==> src/rtl/mpc_pkg.sv <==
package mpc_pkg;
  localparam int SIZE_W          = 5;
  localparam int SRD_W           = 8;
  localparam int AP_W            = 3;
  localparam int MIN_SIZE_CODE   = 4;
  localparam int SUB_MIN_CODE    = 7;

  typedef enum logic [1:0] {
    CAUSE_NONE    = 2'd0,
    CAUSE_NOMATCH = 2'd1,
    CAUSE_PERM    = 2'd2,
    CAUSE_XN      = 2'd3
  } cause_e;
endpackage

==> src/rtl/mpc_region_match.sv <==
module mpc_region_match
  import mpc_pkg::*;
#(
  parameter int ADDR_W = 32
) (
  input  logic [ADDR_W-1:0] addr_i,
  input  logic [ADDR_W-1:0] base_i,
  input  logic [SIZE_W-1:0] size_i,
  input  logic              en_i,
  input  logic [SRD_W-1:0]  srd_i,
  output logic              hit_o
);
  logic [SIZE_W-1:0] n_eff;
  logic [ADDR_W-1:0] keep_mask;
  logic [ADDR_W-1:0] shifted;
  logic [2:0]        sub_idx;
  logic              in_range;
  logic              sub_on;

  always_comb begin
    n_eff = (size_i < SIZE_W'(MIN_SIZE_CODE)) ? SIZE_W'(MIN_SIZE_CODE) : size_i;
    for (int b = 0; b < ADDR_W; b++) keep_mask[b] = (b > int'(n_eff));
    in_range = (((addr_i ^ base_i) & keep_mask) == '0);
    // eighth index sits just below the region size bit
    shifted  = addr_i >> (n_eff - SIZE_W'(2));
    sub_idx  = shifted[2:0];
    sub_on   = (n_eff >= SIZE_W'(SUB_MIN_CODE));
    hit_o    = en_i & in_range & ~(sub_on & srd_i[sub_idx]);
  end
endmodule

==> config.mk <==
export PLATFORM = sky130hd
export DESIGN_NAME = mpc_region_match
export DESIGN_NICKNAME = d
export VERILOG_FILES = /design/src/rtl/mpc_pkg.sv /design/src/rtl/mpc_region_match.sv
export SDC_FILE = /design/constraint.sdc
export NUM_CORES = 1
export LEC_CHECK = 0
export ABC_AREA = 1
export BUFFER_PORTS_ARGS = -buffer_cell sky130_fd_sc_hd__buf_2
export CAP_MARGIN = 10
export CELL_PAD_IN_SITES_DETAIL_PLACEMENT = 0
export CELL_PAD_IN_SITES_GLOBAL_PLACEMENT = 1
export CORE_MARGIN = 3
export CORE_UTILIZATION = 30
export DETAILED_ROUTE_END_ITERATION = 6
export PLACE_DENSITY = 0.74
export SYNTH_ARGS = -nofsm -noshare
export SYNTH_HDL_FRONTEND = slang
export SYNTH_SLANG_ARGS = --single-unit
==> constraint.sdc <==
create_clock -name vclk -period 3.62
set_clock_uncertainty 0.05 [all_clocks]
set_input_delay 0.362 -clock vclk [all_inputs]
set_output_delay 0.362 -clock vclk [all_outputs]
set_load 0.1 [all_outputs]
**Word-level counts from Yosys, hierarchy flattened**

Cells that the tools add are included.

- Bits in registers: 0
- Output and inout bits: 1

- Add/sub/neg operators: 1
- Order comparisons: 34
- Shifts and indexed selects: 1
- Multiplexer cells: 3
- Bitwise operators: 6
- Reduce and logical (&&, ||, !) cells: 1

Operator list:

| cell | number |
|---|---|
| $gt 5x5->1 const A | 16 |
| $gt 4x5->1 const A | 8 |
| $and 32x32->32 | 1 |
| $logic_not 32->1 | 1 |
| $shr 32x5->3 | 1 |
| $xor 32x32->32 | 1 |
| $gt 3x5->1 const A | 4 |
| $gt 2x5->1 const A | 2 |
| $ge 5x3->1 const B | 1 |
| $gt 1x5->1 const A | 1 |
| $lt 5x3->1 const B | 1 |
| $mux 5 | 1 |
| $sub 5x2->5 const B | 1 |
| $lt 3x4->1 const B | 1 |
| $and 1x1->1 | 3 |
| $bmux 1 s3 | 1 |
| $mux 1 | 1 |
| $not 1->1 | 1 |

**Longest topological paths before layout**

Gate-level depths: netlist (run 1).

- Word-level depth: 9
- Mapped depth: 22
- Gate-level depth less buffers: 19

**Worst setup path after synthesis (run 1)**

No wires, ideal clock.

- Path kind: input to output
- Start point: input port size_i[2]
- End point: output port hit_o
- Arrival: 3016 ps
- Slack: 192 ps
- Stages on the path: 21
- Cells stage by stage: clkbuf_2 -> inv_2 -> nand2_8 -> nand2_8 -> inv_4 -> buf_6 -> ha_1 -> inv_1 -> clkbuf_1 -> nand2_1 -> a21oi_1 -> nand2_1 -> nand3_1 -> nand3_1 -> o21ai_1 -> nand3_1 -> nand2_1 -> nand2_1 -> nand3_1 -> nand2_1 -> inv_1

- Word-level cells in the longest chain between the ends: 9
- Elaborated cells between the ends (all ways): 44
- Classes of those cells: add/sub: 1; order compare: 33; shift: 1; mux: 3; bitwise: 5; reduce/logical: 1

RTL lines:

| element | RTL line | text |
|---|---|---|
| start: declaration | mpc_region_match.sv:8 | `input logic [SIZE_W-1:0] size_i,` |
| $lt 5x3->1 | mpc_region_match.sv:21 | `n_eff = (size_i < SIZE_W'(MIN_SIZE_CODE)) ? SIZE_W'(MIN_SIZE_CODE) : size_i;` |
| $mux 5 * | mpc_region_match.sv:21 |  |
| $sub 5x2->5 | mpc_region_match.sv:25 | `shifted = addr_i >> (n_eff - SIZE_W'(2));` |
| $shr 32x5->3 | mpc_region_match.sv:25 |  |
| $bmux 1 s3 | mpc_region_match.sv:28 | `hit_o = en_i & in_range & ~(sub_on & srd_i[sub_idx]);` |
| $mux 1 (not written as such) | mpc_region_match.sv:28 |  |
| $and 1x1->1 | mpc_region_match.sv:28 |  |
| $not 1->1 | mpc_region_match.sv:28 |  |
| $and 1x1->1 * | mpc_region_match.sv:28 |  |
| end: declaration | mpc_region_match.sv:11 | `output logic hit_o` |

Mark *: on every way between the ends. The rest lies on a longest branch, timed or not. The select of a mux whose other input is x is not followed.

**Worst setup path in the final report (run 1)**

Ends and elaborated chain as after synthesis.

==> results_dict.tcl, run 1 <==
set metrics [dict create \
    routed_via_density 5.188 \
    drive_gt1_share_pct 25.24 \
    dr_wl_met2_mm 3.250 \
    worstPathMaxFanout 34 \
    drv_slew 0 \
    drtAntennaViolNets 0 \
    hp-class "in -> out" \
    cellLeakagePower_nw 1.287 \
    max_freq_mhz 308.0 \
    drt-pass1-iter-count 5 \
    wl_per_cell_um 14.40 \
    area.growth.synth_to_final_pct 22.32 \
    max_slew_margin_pct 71.98 \
    n_clock_buffer 0 \
    grt_pass1_wl_mm 12.03 \
    track_usage_pct 19.40 \
    met3WireLength_um 539 \
    layout_common_cells "91 x nand3_1, 80 x nand2_1, 74 x buf_2" \
    ir_drop_mv 0.04895 \
    whs_path_depth 9 \
    antenna_found_initial 0 \
    dp_hpwl_mm 5.861 \
    grt_max_degree 35 \
    power.density_mw_per_mm2 149.9 \
    holdCritStartpoint "srd_i[6]" \
    cap_violations 0 \
    start_kind "input port" \
    drc 0 \
    hold_end "hit_o" \
    port_buffers 75 \
    drt-initial-drc-count 181 \
    post-route-period-util_pct 89.69 \
    final_util_pct 38.91 \
    dr_total_vias 2568 \
    holdBufCountCts 0 \
    grt_pass1_vias 2513 \
    drt-total-wl_mm 7.126 \
    final_nets 502 \
    whs_ns 1.351 \
    status "complete, no violations" \
    ioPinCount 79 \
    cts_resized 0 \
    yosys_warnings 0 \
    netlist_area_sq_mm 0.001928 \
    synth_fp_nets 430 \
    seq_area_sq_um 0 \
    die_w_um 86.17 \
    worst_slack_ns 0.3732 \
    critPathKind "in -> out" \
    worstMarginPinSlew_ns 0.4097 \
    crit_path_end_kind "output pin" \
    syn_avg_cell_area_sq_um 5.509 \
    nFlopsAndLatches 0 \
    ys_seq_area_share_pct 0 \
    crit_start "size_i[2]" \
    dpl_cell_area_sq_mm 0.002359 \
    worstPathRequired_ns 3.21 \
    layout_commonest_cell "nand3_1" \
    syn_inst 350 \
    globalplace.congestion 0.9294 \
    n_antenna_cell 0 \
    die_y_um 86.17 \
    critPathArrivalTime_ns 2.83 \
    cts_setup_buffers 0 \
    hold_viol_final 0 \
    core_area_sq_mm 0.006061 \
    die_area_sq_mm 0.007425 \
    fin_crit_ns 3.247 \
    fp-row-count 28 \
    dp_slack_ns 0.4157 \
    rsz0062_at_grt "false" \
    grt-ovfl-total 0 \
    finalInstanceArea_sq_mm 0.002359 \
    synth.distinct_cells 38 \
    num-fill-cells 720 \
    fin_setup_tns_ns 0 \
    initial_core_util_pct 31.81 \
    wl_met1_mm 3.298 \
    report.final.setup_viol 0 \
    dr.max_layer_used "met4" \
]
## area by class of cell
type	instances	area, sq um	area share [%]
well taps	75	93.84	3.979
repair buffers	84	457.9	19.42
inverters	55	209.0	8.859
multi-input cells	281	1598	67.75
## worst max-delay path by stage
stage / endpoint / slack, ns / cells past startpoint
6_report: hit_o / 0.37 / 15
5_1_grt: hit_o / 0.17 / 19
4_1_cts: hit_o / 0.41 / 19
3_5_place_dp: hit_o / 0.42 / 19
3_3_place_gp: hit_o / 0.38 / 19
2_1_floorplan: hit_o / 0.19 / 21
## metal layers
layer  vias to the layer above  global-route usage (%)
met5                         -                       0
met4                         0                   2.125
met3                         4                  0.5703
met2                       106                   32.52
met1                      1145                   28.52
li1                       1313                       -
## power by group
part | internal, mW | switching [mW] | total (mW)
sequential | 0 | 0 | 0
combinational | 0.139 | 0.215 | 0.354
clock | 0 | 0 | 0
total | 0.139 | 0.215 | 0.354
## synth_stat cells, drive strengths merged
| library cell | instances | area, sq um |
|---|---|---|
| a2111oi | 1 | 8.760 |
| a21oi | 14 | 70.07 |
| a31oi | 1 | 6.260 |
| a41oi | 1 | 8.760 |
| buf | 11 | 108.9 |
| clkbuf | 3 | 12.51 |
| ha | 2 | 25.02 |
| inv | 55 | 209.0 |
| nand2 | 88 | 391.6 |
| nand3 | 97 | 530.5 |
| nand3b | 4 | 30.03 |
| nand4 | 3 | 18.77 |
| nor2 | 10 | 60.06 |
| nor3 | 1 | 5.000 |
| nor4 | 1 | 6.260 |
| o2111ai | 1 | 8.760 |
| o211ai | 9 | 72.57 |
| o21a | 1 | 7.510 |
| o21ai | 17 | 85.08 |
| o22ai | 2 | 12.51 |
| o31ai | 2 | 15.01 |
| o41ai | 1 | 8.760 |
| xnor2 | 6 | 52.55 |
| xor2 | 19 | 173.9 |
## kinds of logic after synthesis
kind of cell	Yosys count	synth area share (%)
compound gates	50	15.77
fa+ha+maj	2	1.298
buf+inv	69	17.13
simple gates	204	54.06
xor+xnor	25	11.75
## per-stage QoR
step	cells	power (mW)
floorplan	350	0.2414
global route	495	0.3989
global placement	495	0.3515
CTS	495	0.3539
finish	495	0.3536
detailed placement	495	0.3520
## critical path, cell delays in order
cell and delay (ns):
buf_2 0.18, inv_2 0.11, nand2_8 0.10, buf_4 0.28, nand2_8 0.21, inv_1 0.28, nand2_1 0.13, a41oi_1 0.30
nand4_1 0.13, nor2_1 0.16, nand2_1 0.07, a21oi_1 0.14, nand2_1 0.09, inv_1 0.10, buf_12 0.18
Power figures use the tool's default switching activity.
==> run 2: changes to the inputs <==
- PLACE_DENSITY: 0.74 -> unset
- PLACE_DENSITY_LB_ADDON: unset -> 0.15
==> run 2 against run 1 <==
  * Cell count increased by 0.20%
  * Hold slack improved by 0.032 ns
  * Total power rose by 1.7%
  * Fmax shrank 0.50%
  * Count of clock-buffer cells in the layout unchanged
  * Setup slack got worse by 0.016 ns
  * Cell area increased by 0.32%
  * Core utilization increased by 0.12 points
  * First-iteration DRC count down 24%
  * Sequential cell count did not move
==> results_dict.tcl, run 2 (synthesis gave the netlist of run 1 again) <==
set metrics [dict create \
    grt_pass1_wl_mm 12.29 \
    initial_core_util_pct 31.81 \
    hold_viol_final 0 \
    ioPinCount 79 \
    cp_slowest_stage_delay_ns 0.31 \
    finalInstanceArea_sq_mm 0.002366 \
    cellLeakagePower_nw 1.292 \
    core_area_sq_mm 0.006061 \
    die_y_um 86.17 \
    dr_total_vias 2578 \
    worst-path-buf-inv 5 \
    nFlopsAndLatches 0 \
    cp_slowest_cell "ha_1" \
    hp-class "in -> out" \
    grt_pass1_vias 2552 \
    port_buffers 75 \
    drt-pass1-iter-count 4 \
    crit_path_end_kind "output pin" \
    crit_path_frequent_cell "nand2_1" \
    final_nets 503 \
    combinationalPowerShare_pct 100.0 \
    area.growth.synth_to_final_pct 22.71 \
    grt-ovfl-total 0 \
    critPathArrivalTime_ns 2.85 \
    report.final.setup_viol 0 \
    power.density_mw_per_mm2 151.9 \
    p_sw_share_pct 60.99 \
    status "complete, no violations" \
    drtAntennaViolNets 0 \
    p_int_mw 0.1402 \
    crit_start "size_i[4]" \
    fin_setup_tns_ns 0 \
    die_w_um 86.17 \
    layout_commonest_cell "nand3_1" \
    worstPathRequired_ns 3.21 \
    n_antenna_cell 0 \
    track_usage_pct 20.13 \
    drt-total-wl_mm 7.432 \
    ir_drop_mv 0.04772 \
    antenna_found_initial 0 \
    globalplace.congestion 0.8817 \
    cap_violations 0 \
    p_sw_mw 0.2192 \
    routed_via_density 5.198 \
    clkPwrFrac_pct 0 \
    fin_crit_ns 3.263 \
    cts_resized 0 \
    worstPathMaxFanout 18 \
    dpl_cell_area_sq_mm 0.002366 \
    critPathKind "in -> out" \
    cts_setup_buffers 0 \
    drt-initial-drc-count 137 \
    grt_max_degree 35 \
    fp-row-count 28 \
    drv_slew 0 \
    max_freq_mhz 306.5 \
    wl_per_cell_um 14.98 \
    pwr-share-seq_pct 0 \
    holdBufCountCts 0 \
    seq_area_sq_um 0 \
    drc 0 \
    layout_common_cells "91 x nand3_1, 80 x nand2_1, 74 x buf_2" \
    dp_hpwl_mm 6.063 \
    die_area_sq_mm 0.007425 \
    worstMarginPinSlew_ns 0.4188 \
    n_clock_buffer 0 \
    max_slew_margin_pct 71.36 \
    start_kind "input port" \
    post-route-period-util_pct 90.14 \
    crit_family "simple AND/OR/NAND/NOR gates" \
    crit_chain "buf_2, nor2_4, nand2_8, nand2_8, inv_4, ha_1, buf_4, nand2_1, a21oi_1, nand2_1, nand3_1, nand2_1, o21ai_1, nand3_1, nand2_1, nand2_1, nand3_1, nand2_1, inv_1, buf_12" \
    holdCritStartpoint "srd_i[6]" \
    rsz0062_at_grt "false" \
    drive_gt1_share_pct 25.42 \
]
-- run 2: power by group through the flow --
stage               clock (mW)  combinational (mW)  sequential [mW]
finish                       0               0.359                0
global placement             0               0.359                0
global route                 0               0.406                0
CTS                          0               0.360                0
floorplan                    0               0.241                0
detailed placement           0               0.358                0
-- run 2: layer usage --
| layer | GRT usage [%] | up-vias | routed length, um |
|---|---|---|---|
| met5 | 0 | - | 0 |
| met4 | 2.691 | 0 | 107 |
| met3 | 2.852 | 6 | 566 |
| met2 | 33.99 | 95 | 3381 |
| met1 | 27.86 | 1161 | 3377 |
| li1 | - | 1316 | - |
-- run 2: path summary, 6_finish.rpt --
| path | to | slack [ns] | depth (start not counted) |
|---|---|---|---|
| setup / recovery | hit_o | 0.36 | 20 |
| hold / removal | hit_o | 1.38 | 9 |
-- run 2: through the flow --
step / setup slack [ns] / utilization [%] / hold WS (ns) / power, mW / cells
floorplan: 0.1921 / - / 1.245 / 0.2414 / 350
global placement: 0.3553 / 39.04 / 1.399 / 0.3586 / 496
detailed placement: 0.3436 / 39.04 / 1.381 / 0.3581 / 496
CTS: 0.3403 / 39.04 / 1.387 / 0.3598 / 496
global route: 0.08117 / 39.04 / 1.443 / 0.4063 / 496
finish: 0.3569 / 39.04 / 1.383 / 0.3594 / 496
-- run 2: layout make-up --
type	instances	area [sq um]
repair buffers	85	465.4
fillers	743	3695
inverters	55	209.0
well taps	75	93.84
multi-input cells	281	1598
